### src/rtl/cseq_pkg.sv
package cseq_pkg;
  typedef enum logic [2:0] {
    ST_IDLE   = 3'd0,
    ST_SETUP  = 3'd1,
    ST_STROBE = 3'd2,
    ST_HOLD   = 3'd3,
    ST_FINISH = 3'd4
  } cseq_state_e;

  localparam logic [1:0] SPACE_COMMON = 2'b00;
  localparam logic [1:0] SPACE_ATTR   = 2'b01;

  function automatic logic space_is_io(input logic [1:0] sp);
    return sp[1];
  endfunction
endpackage

### src/rtl/cseq_phase_ctrl.sv
module cseq_phase_ctrl
  import cseq_pkg::*;
#(
  parameter int SW = 4,
  parameter int LW = 5,
  parameter int HW = 4
) (
  input  logic          clk,
  input  logic          rst_n,
  input  logic          start,
  input  logic [SW-1:0] setup_len,
  input  logic [LW-1:0] strobe_len,
  input  logic [HW-1:0] hold_len,
  input  logic          abort,
  output cseq_state_e   state,
  output logic          phase_last,
  output logic          err_flag
);
  localparam int CW0 = (SW > LW) ? SW : LW;
  localparam int CW  = (CW0 > HW) ? CW0 : HW;

  logic [CW-1:0] pcnt_q, pcnt_d;
  cseq_state_e   state_d;
  logic          err_d;
  logic          run_en;

  logic [CW-1:0] ld_setup, ld_strobe, ld_hold;
  assign ld_setup  = (setup_len  == '0) ? '0 : (CW'(setup_len)  - CW'(1));
  assign ld_strobe = (strobe_len == '0) ? '0 : (CW'(strobe_len) - CW'(1));
  assign ld_hold   = (hold_len   == '0) ? '0 : (CW'(hold_len)   - CW'(1));

  assign phase_last = (pcnt_q == '0);
  assign run_en     = (state != ST_IDLE) || start;

  always_comb begin
    state_d = state;
    pcnt_d  = pcnt_q;
    err_d   = err_flag;
    unique case (state)
      ST_IDLE: begin
        if (start) begin
          state_d = ST_SETUP;
          pcnt_d  = ld_setup;
          err_d   = 1'b0;
        end
      end
      ST_SETUP: begin
        if (abort) begin
          state_d = ST_FINISH;
          err_d   = 1'b1;
        end else if (phase_last) begin
          state_d = ST_STROBE;
          pcnt_d  = ld_strobe;
        end else begin
          pcnt_d = pcnt_q - CW'(1);
        end
      end
      ST_STROBE: begin
        if (abort) begin
          state_d = ST_FINISH;
          err_d   = 1'b1;
        end else if (phase_last) begin
          state_d = ST_HOLD;
          pcnt_d  = ld_hold;
        end else begin
          pcnt_d = pcnt_q - CW'(1);
        end
      end
      ST_HOLD: begin
        if (phase_last) begin
          state_d = ST_FINISH;
        end else if (abort) begin
          state_d = ST_FINISH;
          err_d   = 1'b1;
        end else begin
          pcnt_d = pcnt_q - CW'(1);
        end
      end
      ST_FINISH: state_d = ST_IDLE;
      default:   state_d = ST_IDLE;
    endcase
  end

  always_ff @(posedge clk or negedge rst_n) begin
    if (!rst_n) begin
      state    <= ST_IDLE;
      pcnt_q   <= '0;
      err_flag <= 1'b0;
    end else if (run_en) begin
      state    <= state_d;
      pcnt_q   <= pcnt_d;
      err_flag <= err_d;
    end
  end

  p_setup_first_r3: assert property (@(posedge clk) disable iff (!rst_n)
    (state == ST_IDLE && start) |=> (state == ST_SETUP));
  p_strobe_after_setup_r3: assert property (@(posedge clk) disable iff (!rst_n)
    (state == ST_STROBE) |-> $past(state == ST_SETUP || state == ST_STROBE));
  p_finish_once_r8: assert property (@(posedge clk) disable iff (!rst_n)
    (state == ST_FINISH) |=> (state == ST_IDLE));
endmodule

### src/rtl/cseq_bus_monitor.sv
module cseq_bus_monitor #(
  parameter int LIMIT = 60
) (
  input  logic clk,
  input  logic rst_n,
  input  logic active,
  output logic expire
);
  localparam int TW = $clog2(LIMIT + 1);

  logic [TW-1:0] tcnt_q, tcnt_d, tcur;

  assign tcur   = tcnt_q + TW'(1);
  assign expire = active && (tcur == TW'(LIMIT));
  assign tcnt_d = active ? tcur : '0;

  always_ff @(posedge clk or negedge rst_n) begin
    if (!rst_n) tcnt_q <= '0;
    else        tcnt_q <= tcnt_d;
  end

  p_window_bound_r9: assert property (@(posedge clk) disable iff (!rst_n)
    active |-> (tcnt_q < TW'(LIMIT)));
endmodule

### src/rtl/cseq_strobe_decode.sv
module cseq_strobe_decode
  import cseq_pkg::*;
(
  input  cseq_state_e state,
  input  logic [1:0]  space,
  input  logic        write,
  output logic        cs_n,
  output logic        reg_n,
  output logic        oe_n,
  output logic        we_n,
  output logic        iord_n,
  output logic        iowr_n,
  output logic        dout_en
);
  logic active, pulse, io;

  always_comb begin
    active  = (state == ST_SETUP) || (state == ST_STROBE) || (state == ST_HOLD);
    pulse   = (state == ST_STROBE);
    io      = space_is_io(space);
    cs_n    = !active;
    reg_n   = !(active && (space == SPACE_ATTR));
    oe_n    = !(pulse && !io && !write);
    we_n    = !(pulse && !io &&  write);
    iord_n  = !(pulse &&  io && !write);
    iowr_n  = !(pulse &&  io &&  write);
    dout_en = active && write;
  end
endmodule

### src/rtl/card_strobe_seq.sv
module card_strobe_seq
  import cseq_pkg::*;
#(
  parameter int AW    = 26,
  parameter int DW    = 16,
  parameter int SW    = 4,
  parameter int LW    = 5,
  parameter int HW    = 4,
  parameter int LIMIT = 60
) (
  input  logic          clk,
  input  logic          rst_n,
  input  logic          req_valid,
  output logic          req_ready,
  input  logic [AW-1:0] req_addr,
  input  logic [1:0]    req_space,
  input  logic          req_write,
  input  logic [SW-1:0] req_setup,
  input  logic [LW-1:0] req_strobe,
  input  logic [HW-1:0] req_hold,
  input  logic [DW-1:0] req_wdata,
  output logic [AW-1:0] card_addr,
  output logic          card_cs_n,
  output logic          card_reg_n,
  output logic          card_oe_n,
  output logic          card_we_n,
  output logic          card_iord_n,
  output logic          card_iowr_n,
  output logic [DW-1:0] card_dout,
  output logic          card_dout_en,
  input  logic [DW-1:0] card_din,
  output logic          rsp_done,
  output logic          rsp_err,
  output logic [DW-1:0] rsp_rdata
);
  logic [1:0] rst_sync_q;
  logic       rst_n_i;

  always_ff @(posedge clk or negedge rst_n) begin
    if (!rst_n) rst_sync_q <= 2'b00;
    else        rst_sync_q <= {rst_sync_q[0], 1'b1};
  end
  assign rst_n_i = rst_sync_q[1];

  cseq_state_e   state;
  logic          phase_last, err_flag, expire, accept, active, cap_en;
  logic [1:0]    space_q;
  logic          write_q;
  logic [LW-1:0] strobe_q;
  logic [HW-1:0] hold_q;

  assign req_ready = (state == ST_IDLE);
  assign accept    = req_valid && req_ready;
  assign active    = !card_cs_n;
  assign cap_en    = (state == ST_STROBE) && phase_last && !write_q;

  always_ff @(posedge clk or negedge rst_n_i) begin
    if (!rst_n_i) begin
      card_addr <= '0;
      space_q   <= SPACE_COMMON;
      write_q   <= 1'b0;
      strobe_q  <= '0;
      hold_q    <= '0;
      card_dout <= '0;
    end else if (accept) begin
      card_addr <= req_addr;
      space_q   <= req_space;
      write_q   <= req_write;
      strobe_q  <= req_strobe;
      hold_q    <= req_hold;
      card_dout <= req_wdata;
    end
  end

  always_ff @(posedge clk or negedge rst_n_i) begin
    if (!rst_n_i)    rsp_rdata <= '0;
    else if (cap_en) rsp_rdata <= card_din;
  end

  cseq_phase_ctrl #(.SW(SW), .LW(LW), .HW(HW)) u_phase (
    .clk        (clk),
    .rst_n      (rst_n_i),
    .start      (accept),
    .setup_len  (req_setup),
    .strobe_len (strobe_q),
    .hold_len   (hold_q),
    .abort      (expire),
    .state      (state),
    .phase_last (phase_last),
    .err_flag   (err_flag)
  );

  cseq_bus_monitor #(.LIMIT(LIMIT)) u_mon (
    .clk    (clk),
    .rst_n  (rst_n_i),
    .active (active),
    .expire (expire)
  );

  cseq_strobe_decode u_dec (
    .state   (state),
    .space   (space_q),
    .write   (write_q),
    .cs_n    (card_cs_n),
    .reg_n   (card_reg_n),
    .oe_n    (card_oe_n),
    .we_n    (card_we_n),
    .iord_n  (card_iord_n),
    .iowr_n  (card_iowr_n),
    .dout_en (card_dout_en)
  );

  assign rsp_done = (state == ST_FINISH) && !err_flag;
  assign rsp_err  = (state == ST_FINISH) &&  err_flag;

  p_single_strobe_r4: assert property (@(posedge clk) disable iff (!rst_n_i)
    $countones({~card_oe_n, ~card_we_n, ~card_iord_n, ~card_iowr_n}) <= 1);
  p_strobe_in_cs_r3: assert property (@(posedge clk) disable iff (!rst_n_i)
    (!card_oe_n || !card_we_n || !card_iord_n || !card_iowr_n) |-> !card_cs_n);
  p_done_then_ready_r8: assert property (@(posedge clk) disable iff (!rst_n_i)
    rsp_done |=> req_ready);
  p_err_released_r9: assert property (@(posedge clk) disable iff (!rst_n_i)
    rsp_err |-> (card_cs_n && card_oe_n && card_we_n && card_iord_n && card_iowr_n));
  p_accept_setup_r2: assert property (@(posedge clk) disable iff (!rst_n_i)
    (req_valid && req_ready) |=> (!card_cs_n && card_oe_n && card_we_n && !req_ready));
  p_addr_steady_r10: assert property (@(posedge clk) disable iff (!rst_n_i)
    (!card_cs_n && $past(!card_cs_n)) |-> $stable(card_addr));
  p_dout_in_access_r7: assert property (@(posedge clk) disable iff (!rst_n_i)
    card_dout_en |-> !card_cs_n);
endmodule

### config.mk
export PLATFORM = sky130hd
export DESIGN_NAME = card_strobe_seq
export DESIGN_NICKNAME = d
export VERILOG_FILES = /design/src/rtl/cseq_pkg.sv /design/src/rtl/cseq_phase_ctrl.sv /design/src/rtl/cseq_bus_monitor.sv /design/src/rtl/cseq_strobe_decode.sv /design/src/rtl/card_strobe_seq.sv
export SDC_FILE = /design/constraint.sdc
export NUM_CORES = 1
export LEC_CHECK = 0
export ABC_AREA = 0
export BUFFER_PORTS_ARGS = -buffer_cell sky130_fd_sc_hd__clkbuf_2
export CORE_MARGIN = 2
export CORE_UTILIZATION = 49
export CTS_CLUSTER_DIAMETER = 30
export DETAILED_ROUTE_END_ITERATION = 16
export GPL_ROUTABILITY_DRIVEN = 0
export PLACE_DENSITY = 0.8
export SYNTH_ARGS = -nofsm -noshare
export SYNTH_HDL_FRONTEND = slang
export SYNTH_SLANG_ARGS = --single-unit
### constraint.sdc
create_clock -name clk -period 3.4 [get_ports clk]
set_input_delay 0.68 -clock clk [delete_from_list [all_inputs] [get_ports clk]]
set_output_delay 0.68 -clock clk [all_outputs]
set_load 0.02 [all_outputs]
==> results.tsv <==
stage	metric	value	unit
power_and_ir_drop	p_leak	2.31	nW
clocking	cts-root-buf	clkbuf_8	
route	vias	2845	
route	drc	0	
synthesis	synth_top_cell_by_area	dfrtp_1	
synthesis	syn_nets	375	
clocking	cts_resized	0	
finish	syn2layout_area_growth	28.1	%
sta	slew_headroom	30.1	%
clocking	cts_buffers	9	
place	io_buffers	144	
floorplanning	io_pins	145	
synthesis	syn_area	3810	um2
clocking	cts.sinks	87	
route	drt_iter0_drc	161	
synthesis	netlist.area_leader.share	57.2	%
critical_path	ff2ff_path_depth	8	
floorplanning	core_area	7610	um2
critical_path	timing.rr.start	u_phase.state[0]	
status	outcome	finished, final reports clean	
synthesis	synth.area.top_cells	dfrtp_1 (57%), mux2_2 (20%), o21ai_0 (2.5%)	
clocking	h-tree-depth	3	
synthesis	syn_inst	294	
job	drv_cap	0	
synthesis	ys_seq_area_share	57.2	%
min_path	min_path_type	input pin to asynchronous set/reset pin	
sta	period_share	78.2	%
critical_path	cp.arrival	1.98	ns
synthesis	ys_types	47	
route	via_per_inst	5.20	
route	wl_per_cell	14.7	um
sta	setup_violations	0	
clocking	clk_path_buf_depth	2	
finish	num_antenna_cells	0	
global_route	grt_start_max_net_pins	86	
critical_path	startpoint_type	register	
sta	worst_hold_slack	0.0958	ns
sta	maxSlewViolCount	0	
global_route	grt_pass1_wl	13700	um
sta	clock.fmax	376	MHz
floorplanning	initial_core_util	50.0	%
clocking	cts_tree	yes	
route	ant_nets	0	
sta	grt_setup_unrepaired	false	
synthesis	syn_avg_cell_area	13.0	um2
clocking	clk_pin_slew	0.09	ns
power_and_ir_drop	p_per_area	1000	nW/um2
floorplanning	fp.dieH	92.2	um
critical_path	r2r-end	u_phase.pcnt_q[0]	
synthesis	synth_edf_count	0	
global_route	grt_overflow	0	
power_and_ir_drop	peakVddDrop	0.549	mV
synthesis	netlist_top_cells_count	dfrtp_1 (87), mux2_2 (68), o21ai_0 (19)	
critical_path	cp_max_fo	12	
global_route	grt_util_all_layers	20.3	%
critical_path	reg2reg_slack	0.94	ns
sta	finalHoldViolCount	0	
floorplanning	fp.dieArea	8490	um2
synthesis	synth_flop_cell	dfrtp_1	
global_route	grt_pass1_vias	3041	
finish	nets	521	
synthesis	async_reset_ff_share	100	%
route	drt_pass1_iterations	4	
place	placed_area	4640	um2
floorplanning	die-width	92.2	um
finish	fin_area	4880	um2
finish	drive_above_1_share	53.7	%
synthesis	ys_ff_latch	87	
global_route	antenna_found_initial	0	
clocking	insertion_delay	0.35	ns
clocking	cts_hold_buf	0	
sta	fin_setup_tns	0	ns
sta	worst_slew_pin_slew	1.05	ns
route	routed_wirelength	8020	um
synthesis	ys_warn_count	0	
critical_path	cp.required	2.72	ns
sta	post-route-min-period	2.66	ns
place	dp_hpwl	5990	um
sta	fin_skew	0.0113	ns
floorplanning	std_cell_rows	32	
critical_path	end_kind	primary output	
synthesis	yosysMostFrequentCell	dfrtp_1	
critical_path	crit_type	register to primary output	
clocking	postCtsSetupBuffers	0	
## critical path, stage by stage, from the launching register on
cell	delay, ns
dfrtp_1	0.57
inv_1	0.17
or3_1	0.41
or3_1	0.31
clkbuf_2	0.17
## stage by stage
step	setup WS, ns	power, mW	utilization, %	std cells
finish	0.742	4.88	64.1	547
global route	0.576	5.22	64.1	547
global placement	1.05	4.00	61.0	531
CTS	0.757	4.93	64.1	547
floorplan	0.797	3.36	-	294
detailed placement	0.979	4.09	61.0	531
## cell usage in the layout, fill, tap and decap left out, types with 2 or more instances in the layout
cell type	instances
nand3_1	5
ha_1	4
inv_8	2
a21oi_1	6
mux2_1	3
bufinv_16	2
o221ai_1	2
o2bb2ai_1	2
nand2_1	11
o21ai_0	19
nand3b_1	3
xnor2_1	5
nor3b_1	2
mux2_2	68
nor3_1	7
and3_1	2
a31oi_1	2
clkbuf_2	144
clkbuf_8	10
xor2_1	3
dfrtp_1	86
a21o_1	2
o22ai_1	2
nor2_1	10
and2_1	3
inv_1	7
a21boi_0	2
or3_1	5
## logic make-up after synthesis
kind of cell    count (synthesis)  synth area share, %
simple gates                   59                 8.68
xor+xnor                        8                 1.84
other cells                     1               0.0985
compound gates                 46                 7.92
buf+inv                        18                 1.97
fa+ha+maj                       4                 1.31
mux                            71                 21.0
flops                          87                 57.2
## routing by layer
| metal | share of wire [%] | routed length, um | vias to the layer above | global-route usage, % |
|---|---|---|---|---|
| met5 | 0 | 0 | - | 0 |
| met4 | 2.6 | 210 | 0 | 9.70 |
| met3 | 8.4 | 673 | 20 | 6.49 |
| met2 | 47 | 3770 | 122 | 32.8 |
| met1 | 42 | 3370 | 1360 | 24.7 |
| li1 | - | - | 1343 | - |
## flip-flops by register name, indices dropped and copies added (netlist names), 2 cells and up
name	flops
rst_sync_q	2
u_mon.tcnt_q	6
hold_q	4
strobe_q	5
card_addr	26
card_dout	16
u_phase.state	3
u_phase.pcnt_q	5
rsp_rdata	16
space_q	2
## worst max-delay path by stage
stage,endpoint,startpoint,depth (start not counted)
global route,card_cs_n,u_phase.state[0],5
CTS,card_oe_n,u_phase.state[1],4
finish,card_oe_n,u_phase.state[1],4
detailed placement,u_phase.pcnt_q[0],u_phase.state[0],8
global placement,u_phase.pcnt_q[1],u_phase.state[0],8
floorplan,card_addr[0],rst_sync_q[1],0
## power breakdown
group	switching, mW	internal, mW	leakage, nW
clock	0.381	0.448	0.121
sequential	0.380	1.53	1.04
combinational	1.17	0.965	1.15
total	1.93	2.94	2.31
## layout make-up
type,count,area (um2)
multi-input combinational,189,1560
clock inverter,6,100
inverter,7,26.3
tap,102,128
fill,608,2730
clock buffer,10,138
sequential,87,2180
timing repair buffer,146,748
Power figures use the tool's default switching activity.
